**config.mk**
```make
export PLATFORM = sky130hd
export DESIGN_NAME = seg_reasm_tracker
export DESIGN_NICKNAME = d
export VERILOG_FILES = /design/src/rtl/seg_reasm_pkg.sv /design/src/rtl/seg_stat_decode.sv /design/src/rtl/seg_chan_ram.sv /design/src/rtl/seg_frame_step.sv /design/src/rtl/seg_reasm_tracker.sv
export SDC_FILE = /design/constraint.sdc
export NUM_CORES = 2
export LEC_CHECK = 0
export BUFFER_PORTS_ARGS = -buffer_cell sky130_fd_sc_hd__buf_4
export CAP_MARGIN = 15
export CORE_MARGIN = 4
export CORE_UTILIZATION = 50
export CTS_CLUSTER_DIAMETER = 150
export DETAILED_ROUTE_END_ITERATION = 8
export PLACE_DENSITY = 0.66
export SLEW_MARGIN = 20
export SYNTH_ARGS = -nofsm -noshare
export SYNTH_HDL_FRONTEND = slang
export SYNTH_SLANG_ARGS = --single-unit
```
**constraint.sdc**
```tcl
create_clock -name clk -period 5.73 [get_ports clk]
set_clock_uncertainty 0.15 [all_clocks]
set_input_delay 0 -clock clk [delete_from_list [all_inputs] [get_ports clk]]
set_output_delay 0 -clock clk [all_outputs]
set_load 0.02 [all_outputs]
```
**src/rtl/seg_reasm_pkg.sv**
```systemverilog
package seg_reasm_pkg;

  localparam int CHAN_W     = 5;
  localparam int NUM_CHAN   = 1 << CHAN_W;
  localparam int CNT_W      = 8;
  localparam int ELEM_W     = 7;
  localparam int WORD_W     = 16;

  // Bit positions inside status word 0
  localparam int SOP_BIT    = 15;
  localparam int EOP_BIT    = 14;
  localparam int CNT_LSB    = 16;
  localparam int ELEM_LSB   = 24;
  localparam int FLAG_LSB   = 8;
  localparam int FLAG_W     = 5;
  localparam int RXERR_BIT  = 10;

  // Flags in bits 12:8 that stop the block (bit 10 is excluded)
  localparam logic [FLAG_W-1:0] FATAL_MASK = 5'b11011;

  typedef struct packed {
    logic [CHAN_W-1:0] chan;
    logic              sop;
    logic              eop;
    logic              rxerr;
    logic              fatal;
    logic [CNT_W-1:0]  nbytes;
    logic [ELEM_W-1:0] elem;
  } seg_info_t;

  typedef enum logic [1:0] {
    STOP_NONE    = 2'd0,
    STOP_STATUS  = 2'd1,
    STOP_FRAMING = 2'd2
  } stop_cause_e;

endpackage

```
**src/rtl/seg_stat_decode.sv**
```systemverilog
module seg_stat_decode
  import seg_reasm_pkg::*;
(
  input  logic [31:0] stat0,
  output seg_info_t   info
);

  logic [FLAG_W-1:0] flags;
  logic              unused_rsvd;

  assign flags       = stat0[FLAG_LSB +: FLAG_W];
  assign unused_rsvd = stat0[31] ^ stat0[13];

  always_comb begin
    info.chan   = stat0[CHAN_W-1:0];
    info.sop    = stat0[SOP_BIT];
    info.eop    = stat0[EOP_BIT];
    info.rxerr  = stat0[RXERR_BIT];
    info.fatal  = |(flags & FATAL_MASK);
    info.nbytes = stat0[CNT_LSB +: CNT_W];
    info.elem   = stat0[ELEM_LSB +: ELEM_W];
  end

endmodule

```
**src/rtl/seg_chan_ram.sv**
```systemverilog
module seg_chan_ram #(
  parameter int AW = 5,
  parameter int W  = 49
) (
  input  logic          clk,
  input  logic          rst,
  input  logic          re,
  input  logic [AW-1:0] raddr,
  output logic [W-1:0]  rdata,
  output logic          rd_vld,
  input  logic          we,
  input  logic [AW-1:0] waddr,
  input  logic [W-1:0]  wdata
);

  localparam int DEPTH = 1 << AW;

  // Storage without reset so it can map onto block RAM
  logic [W-1:0]     mem [DEPTH];
  // Per-entry written flags: reset makes every channel read as idle
  logic [DEPTH-1:0] written;

  always_ff @(posedge clk) begin
    if (we) mem[waddr] <= wdata;
    if (re) rdata <= mem[raddr];
  end

  always_ff @(posedge clk) begin
    if (rst) begin
      written <= '0;
      rd_vld  <= 1'b0;
    end else begin
      if (we) written[waddr] <= 1'b1;
      if (re) rd_vld <= written[raddr];
    end
  end

endmodule

```
**src/rtl/seg_frame_step.sv**
```systemverilog
module seg_frame_step
  import seg_reasm_pkg::*;
#(
  parameter int LEN_W = 16,
  parameter int SUM_W = 32
) (
  input  seg_info_t          info,
  input  logic [WORD_W-1:0]  word,
  input  logic               cur_vld,
  input  logic               cur_recv,
  input  logic [LEN_W-1:0]   cur_len,
  input  logic [SUM_W-1:0]   cur_sum,
  output logic               proto_err,
  output logic               nxt_recv,
  output logic [LEN_W-1:0]   offset,
  output logic [LEN_W-1:0]   nxt_len,
  output logic [SUM_W-1:0]   nxt_sum
);

  logic             recv;
  logic [LEN_W-1:0] base_len;
  logic [SUM_W-1:0] base_sum;

  always_comb begin
    recv      = cur_vld & cur_recv;
    // start must coincide with idle, continuation with receiving
    proto_err = (info.sop == recv);
    base_len  = (info.sop || !cur_vld) ? '0 : cur_len;
    base_sum  = (info.sop || !cur_vld) ? '0 : cur_sum;
    offset    = base_len;
    nxt_len   = base_len + LEN_W'(info.nbytes);
    nxt_sum   = base_sum + SUM_W'(word);
    nxt_recv  = ~info.eop;
  end

endmodule

```
**src/rtl/seg_reasm_tracker.sv**
```systemverilog
module seg_reasm_tracker
  import seg_reasm_pkg::*;
#(
  parameter int LEN_W = 16,
  parameter int SUM_W = 32
) (
  input  logic                 clk,
  input  logic                 rst,
  input  logic                 in_valid,
  output logic                 in_ready,
  input  logic [31:0]          in_stat0,
  input  logic [31:0]          in_stat1,
  output logic                 out_valid,
  output logic [CHAN_W-1:0]    out_chan,
  output logic                 out_sop,
  output logic                 out_eop,
  output logic                 out_rxerr,
  output logic [ELEM_W-1:0]    out_elem,
  output logic [CNT_W-1:0]     out_bytes,
  output logic [LEN_W-1:0]     out_offset,
  output logic [LEN_W-1:0]     out_length,
  output logic [SUM_W-1:0]     out_sum,
  output logic                 halt,
  output logic [1:0]           halt_cause
);

  localparam int ENT_W = 1 + LEN_W + SUM_W;

  seg_info_t         dec_info;
  seg_info_t         s_info;
  logic [WORD_W-1:0] s_word;
  logic              busy;
  logic              take;
  logic              commit;
  logic              unused_hi;

  logic [ENT_W-1:0]  rd_ent;
  logic              rd_vld;
  logic [ENT_W-1:0]  wr_ent;

  logic              cur_recv;
  logic [LEN_W-1:0]  cur_len;
  logic [SUM_W-1:0]  cur_sum;
  logic              proto_err;
  logic              nxt_recv;
  logic [LEN_W-1:0]  offset;
  logic [LEN_W-1:0]  nxt_len;
  logic [SUM_W-1:0]  nxt_sum;

  assign unused_hi = ^in_stat1[31:WORD_W];

  seg_stat_decode u_decode (
    .stat0 (in_stat0),
    .info  (dec_info)
  );

  assign in_ready = ~busy & ~halt;
  assign take     = in_valid & in_ready;

  // Stage: capture the accepted segment while the channel record is read
  always_ff @(posedge clk) begin
    if (rst) begin
      busy   <= 1'b0;
      s_info <= '0;
      s_word <= '0;
    end else begin
      busy <= take;
      if (take) begin
        s_info <= dec_info;
        s_word <= in_stat1[WORD_W-1:0];
      end
    end
  end

  seg_chan_ram #(
    .AW (CHAN_W),
    .W  (ENT_W)
  ) u_ram (
    .clk    (clk),
    .rst    (rst),
    .re     (take),
    .raddr  (dec_info.chan),
    .rdata  (rd_ent),
    .rd_vld (rd_vld),
    .we     (commit),
    .waddr  (s_info.chan),
    .wdata  (wr_ent)
  );

  assign {cur_recv, cur_len, cur_sum} = rd_ent;

  seg_frame_step #(
    .LEN_W (LEN_W),
    .SUM_W (SUM_W)
  ) u_step (
    .info      (s_info),
    .word      (s_word),
    .cur_vld   (rd_vld),
    .cur_recv  (cur_recv),
    .cur_len   (cur_len),
    .cur_sum   (cur_sum),
    .proto_err (proto_err),
    .nxt_recv  (nxt_recv),
    .offset    (offset),
    .nxt_len   (nxt_len),
    .nxt_sum   (nxt_sum)
  );

  assign wr_ent = {nxt_recv, nxt_len, nxt_sum};
  assign commit = busy & ~s_info.fatal & ~proto_err;

  // Sticky stop
  always_ff @(posedge clk) begin
    if (rst) begin
      halt       <= 1'b0;
      halt_cause <= STOP_NONE;
    end else if (busy && s_info.fatal) begin
      halt       <= 1'b1;
      halt_cause <= STOP_STATUS;
    end else if (busy && proto_err) begin
      halt       <= 1'b1;
      halt_cause <= STOP_FRAMING;
    end
  end

  // Registered result
  always_ff @(posedge clk) begin
    if (rst) begin
      out_valid  <= 1'b0;
      out_chan   <= '0;
      out_sop    <= 1'b0;
      out_eop    <= 1'b0;
      out_rxerr  <= 1'b0;
      out_elem   <= '0;
      out_bytes  <= '0;
      out_offset <= '0;
      out_length <= '0;
      out_sum    <= '0;
    end else begin
      out_valid <= commit;
      if (commit) begin
        out_chan   <= s_info.chan;
        out_sop    <= s_info.sop;
        out_eop    <= s_info.eop;
        out_rxerr  <= s_info.rxerr;
        out_elem   <= s_info.elem;
        out_bytes  <= s_info.nbytes;
        out_offset <= offset;
        out_length <= nxt_len;
        out_sum    <= nxt_sum;
      end
    end
  end

  // the stop holds until reset
  a_r10_halt_sticky: assert property (@(posedge clk) disable iff (rst)
    halt |=> halt);

  // nothing is taken while stopped
  a_r10_no_take_halted: assert property (@(posedge clk) disable iff (rst)
    halt |-> !in_ready);

  // result strobe lasts one cycle
  a_r10_single_strobe: assert property (@(posedge clk) disable iff (rst)
    out_valid |=> !out_valid);

  // no results once stopped
  a_r10_silent_halted: assert property (@(posedge clk) disable iff (rst)
    halt |=> !out_valid);

  // a fatal status flag stops the block with cause 1
  a_r2_status_halts: assert property (@(posedge clk) disable iff (rst)
    (busy && s_info.fatal) |=> (halt && halt_cause == 2'd1 && !out_valid));

  // a start segment writes at offset zero
  a_r6_sop_offset_zero: assert property (@(posedge clk) disable iff (rst)
    (out_valid && out_sop) |-> (out_offset == '0));

  // length is offset plus count
  a_r6_length_sum: assert property (@(posedge clk) disable iff (rst)
    out_valid |-> (out_length == LEN_W'(out_offset + LEN_W'(out_bytes))));

endmodule

```
==> impl_metrics.csv <==
group,metric,value,unit
placed_design,dp_slack,999,ps
drt,drc,0,
placed_design,hpwl,90300,um
cts,root_buffer,"clkbuf_16",
min_path,hold_depth,5,
sta,tightest_slew,1190,ps
layout,syn2layout_area_growth,16.5,%
cts,clk_latency,810,ps
logic_synthesis,post_synth_inst_count,3245,
logic_synthesis,synthesis.area,68400,sq um
critical_path,path_class,"reg2reg",
cts,clockBufferDepth,3,
power_and_ir_drop,ir_drop,0.000256,V
floorplan,die_y,378,um
cts,numCtsBuffers,176,
drt,viasPerCell,6.22,
logic_synthesis,synth_warnings,0,
grt,grt_pass1_vias,34900,
logic_synthesis,synth_edf_count,1617,
power_and_ir_drop,powerDensity,343,nW/um^2
drt,wl_per_cell,31.1,um
power_and_ir_drop,pwr-share-clk,0.414,
grt,grt_overflow_total,0,
placed_design,gp_congestion,0.804,
critical_path,critPathCaptureType,"register",
sta,setup_tns,0,ps
floorplan,dieArea,143000,sq um
critical_path,crit_path_start_kind,"register",
floorplan,ioPinCount,159,
cts,cts_tree,"yes",
floorplan,coreArea,136000,sq um
layout,layout.nets,3708,
sta,rsz0062_at_grt,"false",
sta,min_period,4620,ps
power_and_ir_drop,power,27.3,mW
power_and_ir_drop,switching_share,0.213,
cts,post_cts_buffers,0,
sta,setup_ws,1110,ps
grt,grt_use_total,0.243,
run,drv_cap,0,
layout,n_fill_cell,9583,
logic_synthesis,seq_area_frac_synth,0.758,
cts,htreeDepth,4,
logic_synthesis,synthTopCellsByArea,"edfxtp_1 (71%), mux4_2 (16%), dfxtp_1 (4.8%)",
power_and_ir_drop,comb_power_share,0.057,
power_and_ir_drop,pwr-share-seq,0.530,
sta,fmax,217,MHz
drt,drtPass1Iterations,7,
floorplan,start_util,0.504,
logic_synthesis,yosysUniqueCellTypes,56,
logic_synthesis,ys_ff_latch,1782,
drt,via_count,34500,
drt,drt_iter0_drc,3988,
logic_synthesis,async_flop_share,0,
cts,cts.clk_slew.worst_paths,60,ps
sta,finalMaxSlewViolations,0,
grt,antenna_found_initial,2,
sta,final_hold_viol_count,0,
critical_path,cp.arrival,5060,ps
sta,max_slew_margin,0.203,
logic_synthesis,avgSynthCellArea,21.1,sq um
power_and_ir_drop,power.internal,21.5,mW
grt,grt_first_pass_wirelength,247000,um
logic_synthesis,yosysMostFrequentCell,"edfxtp_1",
critical_path,r2r_cells,14,
min_path,hp-class,"in2reg",
critical_path,crit_required,6170,ps
cts,clock_sinks,1782,
critical_path,critPathMaxFanout,32,
placed_design,io_buffer_count,137,
drt,wirelength,172000,um
floorplan,die_w,378,um
grt,grt_start_max_net_pins,100,
logic_synthesis,syn_nets,3338,
logic_synthesis,ys.flop_type,"edfxtp_1",
floorplan,rows,135,
power_and_ir_drop,leakage,26.0,nW
logic_synthesis,synthTopCellsByCount,"edfxtp_1 (1617), mux4_2 (499), nand2_1 (232)",
layout,layout-drive-gt1-share,0.304,
sta,fin_crit_sh,0.806,
outcome,status,"finished, final reports clean",
sta,setup_viol,0,
logic_synthesis,yosys.area.top_type,"edfxtp_1",
power_and_ir_drop,p_switching,5.83,mW
drt,antenna_left,0,
logic_synthesis,synth_top_area_frac,0.710,
[layout by cell type (no fill, tap or decap), types with 42 or more instances in the layout]
cell type         n
clkbuf_16       183
dlygate4sd3_1   115
buf_4           211
clkbuf_1         42
mux2_2           49
a21oi_1         118
nor2_1           83
dfxtp_1         165
mux4_2          499
nand2_1         231
edfxtp_1       1617
[power by group through the flow]
stage / clock network [mW] / logic, mW / registers, mW
3_3_place_gp: 0 / 1.40 / 14.8
5_1_grt: 12.1 / 1.65 / 14.5
3_5_place_dp: 0 / 1.46 / 14.8
6_report: 11.3 / 1.55 / 14.5
4_1_cts: 11.5 / 1.53 / 14.5
2_1_floorplan: 0 / 0.941 / 14.8
[layer usage]
metal	GRT usage	wire, um	up-vias	share of wire
li1	-	-	14100	-
met4	0.0650	3950	0	0.023
met3	0.0443	13900	262	0.081
met1	0.344	69400	18600	0.40
met2	0.397	85200	1623	0.49
met5	0	0	-	0
[state kept, by name, summed over array words and instances, names as in the netlist]
name           cells
busy               1
s_info            24
u_ram.rdata       49
u_ram.rd_vld       1
out_chan           5
out_sop            1
out_bytes          8
halt               1
u_ram.mem       1568
out_valid          1
out_elem           7
s_word            16
u_ram.written     32
out_sum           32
out_offset        16
out_eop            1
out_length        16
halt_cause         2
out_rxerr          1
[worst paths after layout]
kind	start	endpoint	slack [ps]
setup reg to reg	u_ram.rd_vld	u_ram.mem[3][44]	1110
setup / recovery	u_ram.rd_vld	u_ram.mem[3][44]	1110
hold / removal	in_valid	busy	190
hold reg to reg	out_elem[0]	out_elem[0]	310
[repair_timing]
action,CTS,global route
endpoints found under the hold margin,116,0
gates resized for setup,0,0
hold buffers,115,0
[through the flow]
step                      cells   util  area (sq um)  hold WS (ps)
after CTS                  5549  0.586         79500           149
after global placement     5103  0.536         72600          99.7
final                      5550  0.588         79700           187
after detailed placement   5103  0.536         72700           115
after floorplan            3245      -         68400         -14.0
after global routing       5550  0.588         79700           224
[layout make-up]
class	instances	area [sq um]	area share
Sequential cell	1782	51900	0.651
Multi-Input combinational cell	1281	16500	0.206
Clock buffer	235	4850	0.0608
Timing Repair Buffer	363	3420	0.0429
Tap cell	1781	2230	0.0280
Clock inverter	96	842	0.0106
Inverter	11	43.8	0.000550
Antenna cell	1	2.50	0.0000314
[worst max-delay path: stages (launching register included)]
cell      delay, ps
dfxtp_1         400
nor2b_4         180
buf_4           270
and2_1          290
ha_2            230
inv_1            50
fa_1            430
nor2b_1         150
o21ai_0         120
a21boi_0        420
o21ai_0         260
a21oi_1         710
nand2_1         200
mux2i_2         220
buf_4           320
[cells by family after synthesis]
family,after synthesis,share of synthesized area
buffers and inverters,182,0.0116
multiplexers,551,0.173
XOR/XNOR,42,0.00538
adder cells (fa/ha/maj),26,0.00497
AO/OA/AOI/OAI,210,0.0193
AND/OR/NAND/NOR,452,0.0282
flip-flops,1782,0.758
Note: power is estimated with default switching activity, not from simulation.
